[config.mk]
export PLATFORM = sky130hd
export DESIGN_NAME = mem_share_arb
export DESIGN_NICKNAME = d
export VERILOG_FILES = /design/src/rtl/mem_share_arb_pkg.sv /design/src/rtl/mem_share_rr_pick.sv /design/src/rtl/mem_share_req_mux.sv /design/src/rtl/mem_share_rdata_route.sv /design/src/rtl/mem_share_arb.sv
export SDC_FILE = /design/constraint.sdc
export NUM_CORES = 1
export LEC_CHECK = 0
export ABC_AREA = 1
export BUFFER_PORTS_ARGS = -buffer_cell sky130_fd_sc_hd__buf_2
export CAP_MARGIN = 20
export CORE_AREA = 5 5 144 146
export DETAILED_ROUTE_END_ITERATION = 8
export DIE_AREA = 0 0 149 151
export PLACE_DENSITY_LB_ADDON = 0.15
export SLEW_MARGIN = 25
export SYNTH_ARGS = -nofsm -noshare
export SYNTH_HDL_FRONTEND = slang
export SYNTH_SLANG_ARGS = --single-unit
[constraint.sdc]
create_clock -name clk -period 2.07 [get_ports clk]
set_input_delay 0.414 -clock clk [delete_from_list [all_inputs] [get_ports clk]]
set_output_delay 0.414 -clock clk [all_outputs]
set_load 0.02 [all_outputs]
[src/rtl/mem_share_arb_pkg.sv]
package mem_share_arb_pkg;

    // Modular add for requester indices: a and b both below n.
    function automatic int wrap_add(input int a, input int b, input int n);
        int s;
        s = a + b;
        if (s >= n) s = s - n;
        return s;
    endfunction

    function automatic int wrap_inc(input int a, input int n);
        return wrap_add(a, 1, n);
    endfunction

endpackage

[src/rtl/mem_share_rr_pick.sv]
// Rotating-priority picker: first enabled requester at or after ptr.
module mem_share_rr_pick #(
    parameter int NUM_REQ = 4,
    parameter int IDX_W   = (NUM_REQ > 1) ? $clog2(NUM_REQ) : 1
) (
    input  logic [NUM_REQ-1:0] req,
    input  logic [IDX_W-1:0]   ptr,
    output logic [NUM_REQ-1:0] gnt,
    output logic [IDX_W-1:0]   gidx,
    output logic               any
);
    import mem_share_arb_pkg::*;

    always_comb begin
        gnt  = '0;
        gidx = '0;
        // Walk offsets from farthest to nearest so the nearest wins last.
        for (int k = NUM_REQ - 1; k >= 0; k--) begin
            for (int i = 0; i < NUM_REQ; i++) begin
                if (req[i] && (wrap_add(int'(ptr), k, NUM_REQ) == i)) begin
                    gnt    = '0;
                    gnt[i] = 1'b1;
                    gidx   = IDX_W'(i);
                end
            end
        end
    end

    assign any = |req;

endmodule

[src/rtl/mem_share_req_mux.sv]
// Forwards the one-hot selected request fields to the RAM port.
module mem_share_req_mux #(
    parameter int NUM_REQ = 4,
    parameter int ADDR_W  = 8,
    parameter int DATA_W  = 32
) (
    input  logic [NUM_REQ-1:0]        gnt,
    input  logic [NUM_REQ-1:0]        req_we,
    input  logic [NUM_REQ*ADDR_W-1:0] req_addr,
    input  logic [NUM_REQ*DATA_W-1:0] req_wdata,
    output logic                      ram_en,
    output logic                      ram_we,
    output logic [ADDR_W-1:0]         ram_addr,
    output logic [DATA_W-1:0]         ram_wdata
);
    logic [ADDR_W-1:0] addr_m [NUM_REQ];
    logic [DATA_W-1:0] data_m [NUM_REQ];
    logic [NUM_REQ-1:0] we_m;

    for (genvar i = 0; i < NUM_REQ; i++) begin : g_mask
        assign addr_m[i] = gnt[i] ? req_addr[i*ADDR_W +: ADDR_W]  : '0;
        assign data_m[i] = gnt[i] ? req_wdata[i*DATA_W +: DATA_W] : '0;
        assign we_m[i]   = gnt[i] & req_we[i];
    end

    always_comb begin
        ram_addr  = '0;
        ram_wdata = '0;
        for (int i = 0; i < NUM_REQ; i++) begin
            ram_addr  = ram_addr  | addr_m[i];
            ram_wdata = ram_wdata | data_m[i];
        end
    end

    assign ram_we = |we_m;
    assign ram_en = |gnt;

endmodule

[src/rtl/mem_share_rdata_route.sv]
// Steers RAM read data to the requester that won the previous read.
module mem_share_rdata_route #(
    parameter int NUM_REQ = 4,
    parameter int DATA_W  = 32,
    parameter int IDX_W   = (NUM_REQ > 1) ? $clog2(NUM_REQ) : 1
) (
    input  logic                      rd_valid,
    input  logic [IDX_W-1:0]          rd_idx,
    input  logic [DATA_W-1:0]         ram_rdata,
    output logic [NUM_REQ*DATA_W-1:0] req_rdata
);
    for (genvar i = 0; i < NUM_REQ; i++) begin : g_route
        assign req_rdata[i*DATA_W +: DATA_W] =
            (rd_valid && (rd_idx == IDX_W'(i))) ? ram_rdata : '0;
    end

endmodule

[src/rtl/mem_share_arb.sv]
module mem_share_arb #(
    parameter int NUM_REQ = 4,
    parameter int DEPTH   = 256,
    parameter int DATA_W  = 32,
    localparam int ADDR_W = (DEPTH > 1) ? $clog2(DEPTH) : 1,
    localparam int IDX_W  = (NUM_REQ > 1) ? $clog2(NUM_REQ) : 1
) (
    input  logic                      clk,
    input  logic                      rst_n,
    input  logic [NUM_REQ-1:0]        req_en,
    input  logic [NUM_REQ-1:0]        req_we,
    input  logic [NUM_REQ*ADDR_W-1:0] req_addr,
    input  logic [NUM_REQ*DATA_W-1:0] req_wdata,
    output logic [NUM_REQ-1:0]        req_stall,
    output logic [NUM_REQ*DATA_W-1:0] req_rdata,
    output logic                      ram_en,
    output logic                      ram_we,
    output logic [ADDR_W-1:0]         ram_addr,
    output logic [DATA_W-1:0]         ram_wdata,
    input  logic [DATA_W-1:0]         ram_rdata
);
    import mem_share_arb_pkg::*;

    typedef struct packed {
        logic [IDX_W-1:0] ptr;
        logic [IDX_W-1:0] rd_idx;
        logic             rd_valid;
    } arb_state_t;

    arb_state_t st_q, st_d;

    logic [NUM_REQ-1:0] gnt;
    logic [IDX_W-1:0]   gidx;
    logic               any_req;

    mem_share_rr_pick #(
        .NUM_REQ (NUM_REQ),
        .IDX_W   (IDX_W)
    ) u_pick (
        .req  (req_en),
        .ptr  (st_q.ptr),
        .gnt  (gnt),
        .gidx (gidx),
        .any  (any_req)
    );

    mem_share_req_mux #(
        .NUM_REQ (NUM_REQ),
        .ADDR_W  (ADDR_W),
        .DATA_W  (DATA_W)
    ) u_mux (
        .gnt       (gnt),
        .req_we    (req_we),
        .req_addr  (req_addr),
        .req_wdata (req_wdata),
        .ram_en    (ram_en),
        .ram_we    (ram_we),
        .ram_addr  (ram_addr),
        .ram_wdata (ram_wdata)
    );

    mem_share_rdata_route #(
        .NUM_REQ (NUM_REQ),
        .DATA_W  (DATA_W),
        .IDX_W   (IDX_W)
    ) u_route (
        .rd_valid  (st_q.rd_valid),
        .rd_idx    (st_q.rd_idx),
        .ram_rdata (ram_rdata),
        .req_rdata (req_rdata)
    );

    assign req_stall = req_en & ~gnt;

    always_comb begin
        st_d          = st_q;
        st_d.rd_valid = 1'b0;
        if (any_req) begin
            st_d.ptr      = IDX_W'(wrap_inc(int'(gidx), NUM_REQ));
            st_d.rd_idx   = gidx;
            st_d.rd_valid = ~ram_we;
        end
    end

    always_ff @(posedge clk) begin
        if (!rst_n) begin
            st_q <= '0;
        end else begin
            st_q <= st_d;
        end
    end

endmodule

==> results by group <==
GRT
  • Most Crowded Layer GR: met2
  • First-pass GRT wire length: 26.1 mm
  • Met3 GRT Util: 5.03%
  • Overflow left after global routing: 0
  • Number of global-route vias before repair: 4536
  • Met2 usage: 30.8%
  • Pin count of the biggest net entering global routing: 33
  • Overall routing resource usage: 15.0%
  • Initial antenna violation count: 2
  • Met1 usage: 15.1%

Layout
  • Layout Nets: 1115
  • Largest regs: st_q (5)
  • Layout cell share with drive strength beyond 1: 57.6%
  • Top reg by flops: st_q
  • Final core occ: 29.7%
  • Max FFs per register: 5
  • Area delta synth->final: 155%
  • Fillers: 2242
  • Final Instance Count excl. Fillers: 1178
  • Finished Cell Area: 5720 µm²

Critical path
  • Worst R2R Path Depth: 11
  • Data required time of the worst path: 1660 ps
  • CP Capture Point: ram_wdata[16]
  • Reg2reg end: st_q[0]$_SDFF_PN0_
  • Startpoint Class: flip-flop
  • CP max FO: 9
  • Worst Path Arrival: 2090 ps
  • Flop-to-flop setup slack: 190 ps
  • Worst Setup SP: st_q[4]$_SDFFE_PN0N_
  • Critical Path Sink Type: output port
  • FF-to-FF Start: st_q[4]$_SDFFE_PN0N_
  • WS Path Type: flip-flop to output port

Timing
  • Period Utilization, post-route: 121%
  • Peak Freq: 0.400 GHz
  • Hold_ws: 457 ps
  • Setup violations, final: 44
  • Fin crit period: 2500 ps
  • Final worst slack: -433 ps
  • Slew margin rel.: 74.9%
  • Fin. Hold Viols: 0
  • Setup TNS Final: -16430 ps
  • Worst-margin pin slew: 374 ps
  • Final clock skew: 2.80 ps
  • Slew Limit Fails: 0
  • Unrepaired setup endpoints after global routing: yes

Synthesis
  • Most frequent cell after synthesis: nand2_1
  • Top post-synthesis cells by area: nand2_1 31%, nor2_1 23%, inv_1 7.0%
  • Async SR Flop Fraction: 0%
  • Seq/Total Area, Yosys: 4.46%
  • Synth Area per Inst: 4.46 µm²
  • EDFF count, synth: 0
  • Dominant cell type by area after synthesis: nand2_1
  • Syn Inst Count: 504
  • Post-synth top cells: 186 x nand2_1, 137 x nor2_1, 42 x inv_1
  • Area share of the largest cell type after synthesis: 31.1%
  • Post-Synthesis Cell Area: 2250 µm²
  • Primary FF master, synth: dfxtp_1
  • Synth unique cells: 26
  • Warnings from Yosys: 0
  • Synth Register Bits: 5
  • Mapped Nets: 706

Placement
  • Dpl ws: -434 ps
  • Gpl congestion: 0.791
  • Placed insts: 1151
  • Placed wire-length estimate: 15.6 mm
  • Port Buf Inserts: 375
  • Placed inst area: 4650 µm²

Pwr
  • Peak supply drop: 0.827 mV
  • Internal: 4.15 mW
  • Lkg Pwr: 3.58 nW
  • Combinational share of power: 93.7%
  • Clock power share: 3.6%
  • PwrDens: 1530 nW/µm²
  • Sw power: 4.58 mW
  • Sw Share: 52.4%
  • Power Total: 8.73 mW
  • Reg power frac: 2.7%

Drt
  • ANT nets after route: 0
  • Final Routed Wirelength: 19.8 mm
  • Residual DRC: 0
  • DR pass1 iterations: 4
  • Via count: 4645
  • Via density: 3.94
  • Drt initial violations: 82
  • Avg WL per Cell: 16.8 µm

Floorplanning
  • Core box area: 19300 µm²
  • Die width: 149 µm
  • Die area: 22500 µm²
  • Site row count: 51
  • Height of the die: 151 µm
  • Ports: 376
  • Initial Util: 11.7%

Clock network
  • Deepest clock path buffer count: 2
  • Clk_lat worst skew: 230 ps
  • H-tree depth: 1
  • CTS clock-pin slew for the worst setup and hold paths: 30 ps
  • Clock sinks: 5
  • Post-CTS Hold Buffers: 0
  • Root Buffer: clkbuf_16
  • TritonCTS Buffers: 3
  • CTS tree: done

Flow run
  • Max-Cap Viols: 0

Run status
  • Status: finished with violations
  • Failing checks: negative setup slack

Worst hold path
  • Hold crit path type: input port to flip-flop
## kinds of logic (layout without fill, tap and decap cells)
group | count (synthesis) | in the layout | share of synthesized area [%]
and+or+nand+nor | 364 | 364 | 64.2
buffers and inverters | 82 | 490 | 17.1
other | 0 | 1 | 0
AOI/OAI and AO/OA | 53 | 53 | 14.3
DFF | 5 | 5 | 4.46
## how the worst min path moves through the flow
stage,from,to,slack [ps],cells after the start
floorplan,st_q[1]$_SDFFE_PN0N_,st_q[1]$_SDFFE_PN0N_,470,2
global placement,st_q[1]$_SDFFE_PN0N_,st_q[1]$_SDFFE_PN0N_,510,2
detailed placement,st_q[1]$_SDFFE_PN0N_,st_q[1]$_SDFFE_PN0N_,510,2
CTS,rst_n,st_q[3]$_SDFFE_PN0N_,460,3
global route,rst_n,st_q[3]$_SDFFE_PN0N_,470,3
finish,rst_n,st_q[1]$_SDFFE_PN0N_,460,3
## power groups by stage
stage	clock network (mW)	logic, mW	registers, mW
final	0.319	8.18	0.233
after global placement	0	5.84	0.221
after CTS	0.323	7.00	0.226
after global routing	0.329	8.81	0.243
after floorplan	0	3.53	0.167
after detailed placement	0	5.77	0.218
## metal layers
metal | wire, µm | vias up
met4 | 123 | 0
met1 | 6870 | 2021
li1 | - | 2368
met5 | 0 | -
met2 | 10800 | 245
met3 | 2050 | 11
## cell usage in the layout, fill, tap and decap left out, drive strengths merged
cell / instances
clkinv: 2
a21oi: 28
bufbuf: 1
nor3: 3
clkbuf: 11
a22oi: 14
a31oi: 2
o21ai: 7
nand3: 31
dfxtp: 5
inv: 50
buf: 426
nand2: 188
nor4: 1
o31ai: 2
diode: 1
nor2: 141
## critical path, stage by stage, from the launching register on
cell and delay, ps:
dfxtp_4 370, buf_6 130, nor2_4 110, o21ai_2 80, o31ai_2 290, nand3_2 160
nand2_8 180, clkbuf_16 180, nand2_1 50, nand2_1 60, a21oi_1 40, nand2_1 80
buf_6 120
## timing repair
item                                    in CTS  in global routing
pin swaps                                    6                 19
gates resized for setup                     79                103
gates cloned                                 4                  7
endpoints found under the setup margin      45                 44
buffers inserted                             4                  7
## cell type report
class | count | area [µm²] | area share, %
flip-flops and latches | 5 | 108 | 1.88
inverters | 52 | 210 | 3.67
diodes | 1 | 2.50 | 0.0437
well taps | 265 | 332 | 5.79
multi-input cells | 417 | 2060 | 36.0
clock buffers | 4 | 78.8 | 1.38
repair buffers | 434 | 2930 | 51.2
(Power assumes the default switching activity.)
